**src/rtl/dmac_regs_pkg.sv**
```systemverilog
package dmac_regs_pkg;

    typedef enum logic [1:0] {OP_WR, OP_SET, OP_CLR} op_e;

    typedef enum logic [2:0] {G_NONE, G_C0, G_C1, G_C2, G_NXT, G_SEMA} grp_e;

    localparam int unsigned GLOBAL_STEP = 'h10;
    localparam int unsigned ALIAS_STEP  = 4;
    localparam int unsigned NXT_BASE    = 'h050;
    localparam int unsigned SEMA_BASE   = 'h080;
    localparam int unsigned CH_STRIDE   = 'h70;

    localparam int unsigned BIT_BURST8  = 29;
    localparam int unsigned BIT_BURST   = 28;
    localparam int unsigned GATE_LSB    = 8;
    localparam int unsigned RST_LSB     = 16;
    localparam int unsigned IEN_LSB     = 16;
    localparam int unsigned SEMA_LSB    = 16;

    function automatic logic [31:0] apply_op(op_e op, logic [31:0] cur, logic [31:0] wd);
        logic [31:0] r;
        case (op)
            OP_SET:  r = cur | wd;
            OP_CLR:  r = cur & ~wd;
            default: r = wd;
        endcase
        return r;
    endfunction

endpackage

```
**src/rtl/dmac_addr_decode.sv**
```systemverilog
module dmac_addr_decode
    import dmac_regs_pkg::*;
#(
    parameter int NCH = 8,
    parameter int AW  = 12,
    localparam int CW = (NCH > 1) ? $clog2(NCH) : 1
) (
    input  logic [AW-1:0] addr,
    output grp_e          grp,
    output op_e           op,
    output logic [CW-1:0] chan
);

    always_comb begin
        grp  = G_NONE;
        op   = OP_WR;
        chan = '0;
        for (int g = 0; g < 3; g++) begin
            for (int a = 0; a < 3; a++) begin
                if (addr == AW'(g * GLOBAL_STEP + a * ALIAS_STEP)) begin
                    grp = grp_e'(3'(g + 1));
                    op  = op_e'(2'(a));
                end
            end
        end
        for (int n = 0; n < NCH; n++) begin
            if (addr == AW'(NXT_BASE + n * CH_STRIDE)) begin
                grp  = G_NXT;
                chan = CW'(n);
            end
            if (addr == AW'(SEMA_BASE + n * CH_STRIDE)) begin
                grp  = G_SEMA;
                chan = CW'(n);
            end
        end
    end

endmodule

```
**src/rtl/dmac_sema_cnt.sv**
```systemverilog
module dmac_sema_cnt #(
    parameter int W = 8
) (
    input  logic         clk,
    input  logic         rst_n,
    input  logic         add_en,
    input  logic [W-1:0] add_val,
    input  logic         dec,
    output logic [W-1:0] count,
    output logic         busy
);

    localparam logic [W:0] CNT_MAX = {1'b0, {W{1'b1}}};

    logic [W-1:0] cnt_d, cnt_q;
    logic [W:0]   sum;

    always_comb begin
        sum = {1'b0, cnt_q};
        if (add_en) sum = sum + {1'b0, add_val};
        if (dec && (sum != '0)) sum = sum - 1'b1;
        if (sum > CNT_MAX) sum = CNT_MAX;
        cnt_d = sum[W-1:0];
    end

    always_ff @(posedge clk or negedge rst_n) begin
        if (!rst_n) cnt_q <= '0;
        else        cnt_q <= cnt_d;
    end

    assign count = cnt_q;
    assign busy  = (cnt_q != '0);

endmodule

```
**src/rtl/dmac_ctrl_regs.sv**
```systemverilog
module dmac_ctrl_regs
    import dmac_regs_pkg::*;
#(
    parameter int NCH    = 8,
    parameter int AW     = 12,
    parameter int SEMA_W = 8
) (
    input  logic              clk,
    input  logic              rst_n,
    input  logic              bus_sel,
    input  logic              bus_wr,
    input  logic [AW-1:0]     bus_addr,
    input  logic [31:0]       bus_wdata,
    output logic [31:0]       bus_rdata,
    input  logic [NCH-1:0]    ch_done,
    input  logic [NCH-1:0]    ch_err,
    input  logic [NCH-1:0]    ch_dec,
    output logic [NCH-1:0]    ch_gate,
    output logic [NCH-1:0]    ch_rst,
    output logic [NCH-1:0]    ch_run,
    output logic [NCH*32-1:0] ch_next_addr,
    output logic              burst_en,
    output logic              burst8_en,
    output logic              irq
);

    localparam int CW = (NCH > 1) ? $clog2(NCH) : 1;
    localparam logic [31:0] CH_MASK   = 32'((64'd1 << NCH) - 64'd1);
    localparam logic [31:0] RST_FIELD = CH_MASK << RST_LSB;
    localparam logic [31:0] C0_MASK   = (32'd1 << BIT_BURST8) | (32'd1 << BIT_BURST)
                                      | (CH_MASK << GATE_LSB) | RST_FIELD;
    localparam logic [31:0] C1_MASK   = CH_MASK | (CH_MASK << IEN_LSB);
    localparam logic [31:0] C2_MASK   = CH_MASK;

    typedef struct packed {
        logic [31:0]           ctl0;
        logic [31:0]           ctl1;
        logic [31:0]           ctl2;
        logic [31:0]           rdata;
        logic [NCH-1:0][31:0]  nxt;
    } state_t;

    state_t s_d, s_q;

    grp_e          grp;
    op_e           op;
    logic [CW-1:0] chan;
    logic          wr_go, rd_go;
    logic [NCH-1:0] irq_en_w;
    logic [SEMA_W-1:0] sema_cnt [NCH];

    assign wr_go = bus_sel & bus_wr;
    assign rd_go = bus_sel & ~bus_wr;

    dmac_addr_decode #(.NCH(NCH), .AW(AW)) u_dec (
        .addr (bus_addr),
        .grp  (grp),
        .op   (op),
        .chan (chan)
    );

    for (genvar n = 0; n < NCH; n++) begin : g_sema
        dmac_sema_cnt #(.W(SEMA_W)) u_cnt (
            .clk     (clk),
            .rst_n   (rst_n),
            .add_en  (wr_go && (grp == G_SEMA) && (chan == CW'(n))),
            .add_val (bus_wdata[SEMA_LSB +: SEMA_W]),
            .dec     (ch_dec[n]),
            .count   (sema_cnt[n]),
            .busy    (ch_run[n])
        );
    end

    always_comb begin
        logic [31:0] base0;
        logic [31:0] c1;
        logic [31:0] c2;

        s_d = s_q;

        base0 = s_q.ctl0 & ~RST_FIELD;
        s_d.ctl0 = base0;
        if (wr_go && grp == G_C0) s_d.ctl0 = apply_op(op, base0, bus_wdata) & C0_MASK;

        c1 = s_q.ctl1;
        if (wr_go && grp == G_C1) c1 = apply_op(op, s_q.ctl1, bus_wdata) & C1_MASK;
        s_d.ctl1 = c1 | (32'(ch_done) & CH_MASK);

        c2 = s_q.ctl2;
        if (wr_go && grp == G_C2) c2 = apply_op(op, s_q.ctl2, bus_wdata) & C2_MASK;
        s_d.ctl2 = c2 | (32'(ch_err) & CH_MASK);

        if (wr_go && grp == G_NXT) s_d.nxt[chan] = bus_wdata;

        if (rd_go) begin
            case (grp)
                G_C0:    s_d.rdata = s_q.ctl0;
                G_C1:    s_d.rdata = s_q.ctl1;
                G_C2:    s_d.rdata = s_q.ctl2;
                G_NXT:   s_d.rdata = s_q.nxt[chan];
                G_SEMA:  s_d.rdata = 32'(sema_cnt[chan]) << SEMA_LSB;
                default: s_d.rdata = '0;
            endcase
        end
    end

    always_ff @(posedge clk or negedge rst_n) begin
        if (!rst_n) s_q <= '0;
        else        s_q <= s_d;
    end

    assign irq_en_w     = s_q.ctl1[IEN_LSB +: NCH];
    assign bus_rdata    = s_q.rdata;
    assign ch_gate      = s_q.ctl0[GATE_LSB +: NCH];
    assign ch_rst       = s_q.ctl0[RST_LSB +: NCH];
    assign burst8_en    = s_q.ctl0[BIT_BURST8];
    assign burst_en     = s_q.ctl0[BIT_BURST];
    assign ch_next_addr = s_q.nxt;
    assign irq          = (|(s_q.ctl1[NCH-1:0] & irq_en_w)) | (|s_q.ctl2[NCH-1:0]);

endmodule

```
**config.mk**
```make
export PLATFORM = sky130hd
export DESIGN_NAME = dmac_ctrl_regs
export DESIGN_NICKNAME = d
export VERILOG_FILES = /design/src/rtl/dmac_regs_pkg.sv /design/src/rtl/dmac_addr_decode.sv /design/src/rtl/dmac_sema_cnt.sv /design/src/rtl/dmac_ctrl_regs.sv
export SDC_FILE = /design/constraint.sdc
export NUM_CORES = 1
export LEC_CHECK = 0
export CORE_ASPECT_RATIO = 1.5
export CORE_MARGIN = 2
export CORE_UTILIZATION = 45
export CTS_BUF_LIST = sky130_fd_sc_hd__clkbuf_4 sky130_fd_sc_hd__clkbuf_8
export CTS_CLUSTER_DIAMETER = 150
export CTS_CLUSTER_SIZE = 20
export DETAILED_ROUTE_END_ITERATION = 8
export PLACE_DENSITY = 0.68
export SYNTH_ARGS = -nofsm -noshare
export SYNTH_HDL_FRONTEND = slang
export SYNTH_SLANG_ARGS = --single-unit
```
**constraint.sdc**
```tcl
create_clock -name clk -period 7.7 [get_ports clk]
set_input_delay 1.54 -clock clk [delete_from_list [all_inputs] [get_ports clk]]
set_output_delay 1.54 -clock clk [all_outputs]
set_load 0.03 [all_outputs]
```
==> run summary, run 1 <==
final std cells w/o fill: 3530
top_reg_cell synth: dfrtp_1
startpoint types: input pin
GRT Resource Usage Total: 31.06%
Crit path max-delay family: compound AO/OA/AOI/OAI gates
Slew Viols, Final: 0
Setup-failing EPs final: 0
final hold vios: 0
met3 GRT Util: 5.371%
vias in the first global route: 21920
CTS tree: yes
Worst Path Arrival: 6510 ps
Worst VDD drop: 0.1465 mV
largest net degree at the start of global routing: 161
Pwr per Cell Area: 216.4 nW/µm²
post-layout util: 50.01%
Logic pwr share: 43.0%
CP endpoint kind: register
CP required: 8240 ps
Wirelength per Cell: 27.11 µm
Final ANT Viol Nets: 0
max_slew headroom: 20.21%
Worst path depth: 14
slack of the critical path: 1724 ps
RSZ-0062 raised after global routing: false
total wire length: 95690 µm
Die Area: 60120 µm²
M1 GR Usage: 37.09%
Switching Fraction: 41.45%
Buffers on Ports: 386
worst slew pin tran: 1197 ps
fin crit period: 5976 ps
initial antenna violation count: 2
Hold Path Class: reg2reg
H-tree Lvls: 1
Die Ht: 299.3 µm
Clock Skew: 33.62 ps
Clock Root Buffer: clkbuf_8
synth warn: 0
initial DRC count: 1646
most frequent cells in the layout: dfrtp_1, clkdlybuf4s50_1, mux2_2, nand2_1, a21oi_1
clock latency on the worst-skew pair: 670 ps
fin crit share: 77.61%
P_leak: 12.43 nW
Clock Tree Buf Depth: 3
Final TNS setup: 0 ps
commonest non-fill, non-tap cell in the layout: dfrtp_1
pre-CTS setup slack: 1117 ps
Final Instance Area: 28860 µm²
Post-Syn Area: 26160 µm²
worst path buffer plus inverter count: 2
R2R depth: 10
Internal Power: 3.656 mW
slowest CP cell: clkdlybuf4s50_1
sequential share of power: 41.6%
gp weighted congestion: 0.9449
Post-CTS Setup Inserts: 0
Final #Nets: 2913
outcome: completed
CTS clock-pin slew for the worst setup and hold paths: 130 ps
Synth-to-Final Area Change: 10.30%
core area: 57700 µm²
Post-Syn Area per Cell: 9.458 µm²
hold path depth: 1
Seq/Total Area, Yosys: 37.69%
clock share of power: 15.4%
kind of critical path: in2reg
Max Fanout on Critical Path: 27
drt drc: 0
Sink Count: 394
dpl hpwl: 65930 µm
first-pass GRT wire length: 142000 µm
crit-path max cell delay: 1160 ps
crit-path cells: clkdlybuf4s50_1, and3b_1, o2111ai_1, a31o_2, a211oi_1, nand3_1, mux2i_1, ha_1, inv_1, nor2_1, a311oi_2, o2111ai_1, o21ai_0, nand3_1
FMAX: 167.3 MHz
drt first pass iters: 6
placed insts: 3504
total grt overflow: 0
cts bufs inserted: 23
# IOs: 387
Post-synth EDFFs: 0
initial core utilization: 45.34%
placed cell area: 28520 µm²
DR vias: 21750
Post-synth ARST share: 100.0%
Cell Rows: 108
Synthesized Nets: 2920
Fillers: 5396
CTS resizes: 0
Synth Register Bits: 394
Avg Vias per Cell: 6.162
synth unique cells: 94
met2 Usage GRT: 53.49%
Post-CTS Hold Buffers: 0
Post-Synthesis Cells: 2766
switching power total: 2.589 mW
Top Usage Layer GRT: met2
die span in x: 200.9 µm
Max Cap Viol: 0
layout cells sized above 1: 15.01%
==> power by group through the flow <==
stage	Clock, mW	Sequential (mW)	Combinational, mW
after detailed placement	0	2.63	2.64
after global routing	1.04	2.62	2.98
after global placement	0	2.63	2.58
final	0.959	2.60	2.69
after CTS	0.977	2.59	2.66
after floorplan	0	2.48	2.04
==> synth_stat cells, types with 15 or more instances <==
cell type  count  area, µm²
nand3_1       75      375.4
o2111ai_1     30      262.8
a211oi_1      24      180.2
a21o_1        35      262.8
mux2_2       251       2826
a21oi_1      161      805.8
nand2_1      236      885.9
a31oi_1       25      156.4
or2_2         33      206.5
nor2b_1       27      168.9
o21ai_0      104      520.5
buf_4        314       2357
a22oi_1       17      127.6
xnor2_1       55      481.7
buf_2         33      165.2
nand2b_1      16      100.1
and3_1        33      206.5
clkbuf_1     104      390.4
dfrtp_1      394       9859
o21a_1        20      150.1
o22ai_1       99      619.3
nor3_1        77      385.4
mux2i_1       42      420.4
inv_1         35      131.4
xor2_1        39      341.6
buf_1         15      56.30
nor2_1       147      551.8
or3_1         18      112.6
ha_1          74      925.9
==> cell families (layout without fill, tap and decap cells) <==
group / count (synthesis) / in the layout / synth area share [%]
muxes: 294 / 294 / 12.45
and+or+nand+nor: 774 / 774 / 14.99
DFF: 394 / 394 / 37.69
AOI/OAI and AO/OA: 624 / 624 / 15.61
other: 0 / 2 / 0
xor gates and xnor gates: 94 / 94 / 3.147
adders and majority gates: 82 / 82 / 4.151
buffers and inverters: 504 / 496 / 11.96
==> flip-flops by register name (all words and copies together) (netlist names) <==
register and flops:
ch_next_addr 256, g_sema.u_cnt.count 64, burst_en 1, irq_en_w 8, s_q 16, ch_gate 8
burst8_en 1, bus_rdata 32, ch_rst 8
==> layer usage <==
| metal | part of all wire [%] | wire length (µm) | vias up |
|---|---|---|---|
| met2 | 49 | 46850 | 930 |
| met5 | 0.014 | 13 | - |
| met1 | 39 | 36850 | 10960 |
| met4 | 5.7 | 5460 | 2 |
| met3 | 6.8 | 6518 | 231 |
| li1 | - | - | 9631 |
==> layout make-up <==
type                       instances  area (µm²)  share of cell area [%]
antenna                            2       5.005                 0.01734
clock buffer                      23       316.6                   1.097
clock inverter                     1       8.758                 0.03035
inverter                          35       131.4                  0.4553
multi-input combinational       1868       13290                   46.05
sequential                       394        9859                   34.17
tap                              770       963.4                   3.339
timing repair buffer             437        4284                   14.85
==> through the flow <==
step / hold slack, ps / power, mW
after global placement: 462.1 / 5.214
after CTS: 497.6 / 6.227
after detailed placement: 468.7 / 5.275
after global routing: 525.2 / 6.640
final: 497.4 / 6.245
after floorplan: 450.6 / 4.518
==> path summary, 6_finish.rpt <==
| check | start | end | slack (ps) |
|---|---|---|---|
| worst max-delay path | bus_addr[4] | g_sema[0].u_cnt.count[7] | 1720 |
| worst min-delay path | bus_rdata[22] | bus_rdata[22] | 500 |
| worst max register to register | g_sema[7].u_cnt.count[0] | g_sema[7].u_cnt.count[2] | 3670 |
| worst min register to register | bus_rdata[22] | bus_rdata[22] | 500 |
| max in group asynchronous | rst_n | ch_next_addr[44] | 5230 |
| min in group asynchronous | rst_n | g_sema[7].u_cnt.count[2] | 810 |
Power figures use the tool's default switching activity.
==> run 2: changes to the inputs <==
==> constraint.sdc (replaced) <==
create_clock -name clk -period 5.53 [get_ports clk]
set_input_delay 1.106 -clock clk [delete_from_list [all_inputs] [get_ports clk]]
set_output_delay 1.106 -clock clk [all_outputs]
set_load 0.03 [all_outputs]
==> run 2 against run 1 <==
  * Highest routed layer is now met4
  * Die area unchanged
  * Largest power group unchanged
  * First-iteration DRC count decreased by 4.3%
  * Clock skew increased by 5.0 ps
  * Non-clock buffer count increased by 64
==> run summary, run 2 (synthesized netlist as in run 1, its figures left out) <==
largest net degree at the start of global routing: 157 (-2.5%)
worst path buffer plus inverter count: 1 (-1)
CP required: 6130 ps (-2110 ps)
Sink Count: 394 (unchanged)
Crit path max-delay family: compound AO/OA/AOI/OAI gates
switching power total: 3.733 mW (+44%)
slowest CP cell: clkdlybuf4s50_1
Max Fanout on Critical Path: 15 (-44%)
CP endpoint kind: register
H-tree Lvls: 1 (unchanged)
drt first pass iters: 7 (+1)
Synth-to-Final Area Change: 12.88%
CTS clock-pin slew for the worst setup and hold paths: 150 ps (+20 ps)
Wirelength per Cell: 27.55 µm (+1.6%)
core area: 57700 µm² (unchanged)
gp weighted congestion: 0.9603 (+1.6%)
sequential share of power: 40.9% (-0.7 points)
crit-path max cell delay: 660 ps (-500 ps)
Setup-failing EPs final: 0 (unchanged)
total grt overflow: 0 (unchanged)
Logic pwr share: 43.4% (+0.4 points)
Final #Nets: 2977 (+2.2%)
Buffers on Ports: 386 (unchanged)
Final TNS setup: 0 ps (unchanged)
DR vias: 22090 (+1.6%)
fin crit share: 87.52%
initial DRC count: 1576 (-4.3%)
outcome: completed
initial core utilization: 45.34% (unchanged)
max_slew headroom: 26.20% (+6.0 points)
met3 GRT Util: 6.371% (+1.0 points)
Final ANT Viol Nets: 0 (unchanged)
CTS tree: yes
P_leak: 12.79 nW (+2.9%)
placed insts: 3568 (+1.8%)
Pwr per Cell Area: 303.3 nW/µm² (+40%)
Internal Power: 5.222 mW (+43%)
Switching Fraction: 41.69% (+0.23 points)
RSZ-0062 raised after global routing: false
dpl hpwl: 70210 µm (+6.5%)
vias in the first global route: 22660 (+3.4%)
Max Cap Viol: 0 (unchanged)
Clock Skew: 38.65 ps (+5.036 ps)
# IOs: 387 (unchanged)
startpoint types: input pin
Hold Path Class: in2async
most frequent cells in the layout: dfrtp_1, clkdlybuf4s50_1, mux2_2, nand2_1, a21oi_1
Post-CTS Setup Inserts: 0 (unchanged)
drt drc: 0 (unchanged)
Post-CTS Hold Buffers: 0 (unchanged)
Clock Tree Buf Depth: 3 (unchanged)
crit-path cells: clkdlybuf4s50_1, nor4b_2, o21ai_1, a31o_2, a211o_1, mux2i_1, ha_1, and2_1, o2111ai_1, a2111oi_0, or2_2, a21o_1, mux2_2, nand2_1
Top Usage Layer GRT: met2
met2 Usage GRT: 55.78% (+2.3 points)
WHS: 464.4 ps (-33.05 ps)
initial antenna violation count: 4 (+2)
worst slew pin tran: 1107 ps (-89.82 ps)
Cell Rows: 108 (unchanged)
first-pass GRT wire length: 147100 µm (+3.6%)
commonest non-fill, non-tap cell in the layout: dfrtp_1
Slew Viols, Final: 0 (unchanged)
Die Area: 60120 µm² (unchanged)
placed cell area: 29160 µm² (+2.2%)
total wire length: 99100 µm (+3.6%)
max FFs per register: 256 (unchanged)
clock latency on the worst-skew pair: 650 ps (-20 ps)
fin crit period: 4840 ps
CTS resizes: 0 (unchanged)
Worst Path Arrival: 5440 ps (-1070 ps)
layout cells sized above 1: 16.93% (+1.9 points)
clock share of power: 15.7% (+0.3 points)
pre-CTS setup slack: 135.5 ps (-981.1 ps)
final std cells w/o fill: 3597 (+1.9%)
die span in x: 200.9 µm (unchanged)
M1 GR Usage: 37.52% (+0.43 points)
Die Ht: 299.3 µm (unchanged)
cts bufs inserted: 23 (unchanged)
Clock Root Buffer: clkbuf_8
Avg Vias per Cell: 6.142 (-0.32%)
slack of the critical path: 689.9 ps (-1034 ps)
Final Instance Area: 29530 µm² (+2.3%)
final hold vios: 0 (unchanged)
Worst VDD drop: 0.2151 mV (+47%)
FMAX: 206.6 MHz
GRT Resource Usage Total: 32.23% (+1.2 points)
kind of critical path: in2reg
run 2: changes by cell type in the layout (fill, tap and decap cells not counted), sizes merged:
cell	change
buf	+63
bufinv	+1
clkbuf	+1
clkdlybuf4s50	+1
clkinv	-1
diode	+2
run 2: worst register-to-register path: cells and delay by family, from the launching register on:
family,cells,cell delay [ps]
fa+ha+maj,2,740
simple gates,2,330
mux,1,340
compound gates,6,1660
flops,1,510
run 2: power by group through the flow:
stage               clock network [mW]  logic, mW  registers [mW]
floorplan                            0       2.84            3.45
global placement                     0       3.73            3.70
detailed placement                   0       3.83            3.69
CTS                               1.43       3.85            3.64
global route                      1.53       4.30            3.69
finish                            1.41       3.89            3.66
run 2: path summary, 6_finish.rpt:
check / from / end / slack, ps / depth (start not counted)
worst max-delay path: bus_addr[8] / g_sema[4].u_cnt.count[1] / 690 / 14
min in group clk: bus_rdata[17] / bus_rdata[17] / 490 / 1
max in group asynchronous: rst_n / bus_rdata[15] / 4080 / 2
worst min-delay path: rst_n / s_q[292] / 460 / 2
worst min register to register: bus_rdata[17] / bus_rdata[17] / 490 / 1
worst max register to register: g_sema[4].u_cnt.count[0] / g_sema[4].u_cnt.count[1] / 1900 / 11
run 2: layout make-up:
cell class	count	area [µm²]
repair buffers	501	4920
clock buffers	24	330.3
diodes	4	10.01
well taps	770	963.4
fillers	5371	28170
clock inverters	1	30.03
multi-input cells	1868	13290
flip-flops and latches	394	9859
inverters	35	131.4
run 2: per-layer routing:
metal	wire (µm)	up-vias
li1	-	9734
met1	36990	11130
met2	48910	965
met3	7247	261
met4	5949	0
met5	0	-
run 2: per-stage QoR:
stage | util [%] | power [mW]
floorplan | - | 6.291
global placement | 50.54 | 7.424
detailed placement | 50.54 | 7.524
CTS | 51.16 | 8.925
global route | 51.18 | 9.521
finish | 51.18 | 8.955
==> run 3: changes to the inputs <==
--- a/config.mk
+++ b/config.mk
@@ -7,12 +7,14 @@
 export LEC_CHECK = 0
 export CORE_ASPECT_RATIO = 1.5
 export CORE_MARGIN = 2
-export CORE_UTILIZATION = 45
+export CORE_UTILIZATION = 50
 export CTS_BUF_LIST = sky130_fd_sc_hd__clkbuf_4 sky130_fd_sc_hd__clkbuf_8
 export CTS_CLUSTER_DIAMETER = 150
 export CTS_CLUSTER_SIZE = 20
 export DETAILED_ROUTE_END_ITERATION = 8
-export PLACE_DENSITY = 0.68
+export PLACE_DENSITY = 0.74
+export REMOVE_ABC_BUFFERS = 1
+export SLEW_MARGIN = 10
 export SYNTH_ARGS = -nofsm -noshare
 export SYNTH_HDL_FRONTEND = slang
 export SYNTH_SLANG_ARGS = --single-unit
==> run 3 against run 2 <==
  * Clock-buffer cell count is 1 lower
  * Non-clock buffer count shrank 13
  * Critical path depth increased by 1
  * Combinational power shrank 2%
  * Critical endpoint unchanged
  * Largest cell class unchanged
==> run summary, run 3 (synthesized netlist as in run 1, its figures left out) <==
Final ANT Viol Nets: 0 (unchanged)
R2R depth: 11 (unchanged)
H-tree Lvls: 1 (unchanged)
Hold Path Class: reg2reg
most frequent cells in the layout: dfrtp_1, clkdlybuf4s50_1, mux2_2, nand2_1, a21oi_1
drt first pass iters: 5 (-2)
Post-CTS Hold Buffers: 0 (unchanged)
Buffers on Ports: 386 (unchanged)
largest net degree at the start of global routing: 119 (-24%)
vias in the first global route: 22380 (-1.2%)
CP endpoint kind: register
worst hold endpoint: bus_rdata[12]
Cell Rows: 102 (-5.6%)
hold path depth: 2
P_leak: 12.70 nW (-0.70%)
final std cells w/o fill: 3490 (-3.0%)
Fillers: 4620 (-14%)
clock latency on the worst-skew pair: 660 ps (about the same)
gp weighted congestion: 0.9469 (-1.4%)
fin crit share: 88.80% (+1.3 points)
Worst VDD drop: 0.2312 mV (+7.5%)
Max Cap Viol: 0 (unchanged)
Clock Tree Buf Depth: 3 (unchanged)
Setup-failing EPs final: 0 (unchanged)
Post-CTS Setup Inserts: 0 (unchanged)
RSZ-0062 raised after global routing: false
kind of critical path: in2reg
placed insts: 3461 (-3.0%)
startpoint types: input pin
Wirelength per Cell: 26.45 µm (-4.0%)
Pwr per Cell Area: 299.9 nW/µm² (-1.1%)
Slew Viols, Final: 0 (unchanged)
Final #Nets: 2964 (-0.44%)
Max Fanout on Critical Path: 13 (-2)
drt drc: 0 (unchanged)
Worst Path Arrival: 5490 ps (+50 ps)
area occupied by multi-input gates: 13290 µm² (unchanged)
outcome: completed
layout cells sized above 1: 16.55% (-0.38 points)
CTS tree: yes
post-layout util: 56.57% (+5.4 points)
first-pass GRT wire length: 139200 µm (-5.4%)
crit-path max cell delay: 670 ps (about the same)
CTS clock-pin slew for the worst setup and hold paths: 130 ps (-20 ps)
initial core utilization: 50.61% (+5.3 points)
Synth-to-Final Area Change: 11.76%
Die Area: 54210 µm² (-9.8%)
initial antenna violation count: 4 (unchanged)
# IOs: 387 (unchanged)
FMAX: 203.6 MHz (-1.4%)
worst path buffer plus inverter count: 2 (+1)
slowest CP cell: clkdlybuf4s50_1
final hold vios: 0 (unchanged)
fin crit period: 4911 ps (+70.48 ps)
dpl hpwl: 66510 µm (-5.3%)
CTS resizes: 0 (unchanged)
core area: 51690 µm² (-10%)
cts bufs inserted: 23 (unchanged)
GRT Resource Usage Total: 33.64% (+1.4 points)
Crit path max-delay family: simple AND/OR/NAND/NOR gates
Avg Vias per Cell: 6.291 (+2.4%)
Die Ht: 284.2 µm (-5.1%)
Reg area: 9859 µm² (unchanged)
CP required: 6110 ps (-20 ps)
Clock Root Buffer: clkbuf_8
Sink Count: 394 (unchanged)
Clock Skew: 22.23 ps (-16.42 ps)
initial DRC count: 1541 (-2.2%)
flop-to-flop setup slack: 1770 ps (-130 ps)
max_slew headroom: 36.16% (+10 points)
die span in x: 190.8 µm (-5.0%)
commonest non-fill, non-tap cell in the layout: dfrtp_1
reg2reg start: g_sema[6].u_cnt.count[0]
Worst R2R End: g_sema[6].u_cnt.count[7]
total grt overflow: 0 (unchanged)
worst slew pin tran: 957.6 ps (-149.4 ps)
DR vias: 21960 (-0.62%)
total wire length: 92310 µm (-6.9%)
max FFs per register: 256 (unchanged)
crit-path cells: clkdlybuf4s50_1, nor4_1, a32oi_1, or3_1, buf_4, a211oi_2, mux2i_1, ha_1, and2_1, o2111ai_1, a2111oi_0, or2_2, a21o_1, mux2_2, nand2_1
Hold Startpoint: bus_rdata[12]
Tot Pwr: 8.767 mW (-2.1%)
[run 3: changes by cell type in the layout (fill, tap and decap cells not counted), sizes merged]
cell	delta
buf	-13
bufinv	-1
clkbuf	-1
clkinv	+1
clkinvlp	+1
[run 3: final cells by class]
class                      count  share of cell area [%]
clock inverter                 2                 0.05563
antenna                        4                 0.03423
multi-input combinational   1868                   45.44
tap                          676                   2.893
sequential                   394                   33.72
clock buffer                  23                   1.083
inverter                      35                  0.4493
timing repair buffer         488                   16.32
[run 3: per-stage QoR]
step	hold slack (ps)	cell area, µm²	TNS [ps]	setup WS (ps)
3_3_place_gp	464.5	28900	0	167.9
3_5_place_dp	469.4	28900	0	96.01
5_1_grt	518.9	29240	0	356.1
6_report	497.0	29240	0	619.4
2_1_floorplan	517.0	23160	-49200	-371.4
4_1_cts	498.4	29230	0	763.6
[run 3: where the power goes]
group / leakage [nW] / internal (mW) / switching [mW]
clock network: 0.170 / 0.382 / 0.949
logic: 7.26 / 1.63 / 2.20
registers: 5.28 / 3.14 / 0.465
total: 12.7 / 5.15 / 3.62
[run 3: worst max-delay path by stage]
| stage | end | startpoint | slack [ps] | cells past startpoint |
|---|---|---|---|---|
| final | g_sema[4].u_cnt.count[1] | bus_addr[6] | 620 | 15 |
| after global routing | g_sema[4].u_cnt.count[1] | bus_addr[6] | 360 | 15 |
| after CTS | g_sema[1].u_cnt.count[5] | bus_addr[7] | 760 | 16 |
| after detailed placement | g_sema[1].u_cnt.count[5] | bus_addr[7] | 100 | 16 |
| after global placement | g_sema[1].u_cnt.count[5] | bus_addr[7] | 170 | 16 |
| after floorplan | ch_next_addr[32] | bus_addr[7] | -370 | 8 |
[run 3: metal layers]
metal  GRT usage (%)  routed length, µm  vias to the layer above
li1                -                  -                     9753
met2           59.14              46540                      953
met1           39.33              34130                    11040
met4           14.88               4651                        0
met5               0                  0                        -
met3           6.593               6987                      211
[run 3: tightest hold or removal path, delay by kind of cell (launching register included)]
family	cells	cell delay, ps
and+or+nand+nor	1	50
DFF	1	370
AOI/OAI and AO/OA	1	60
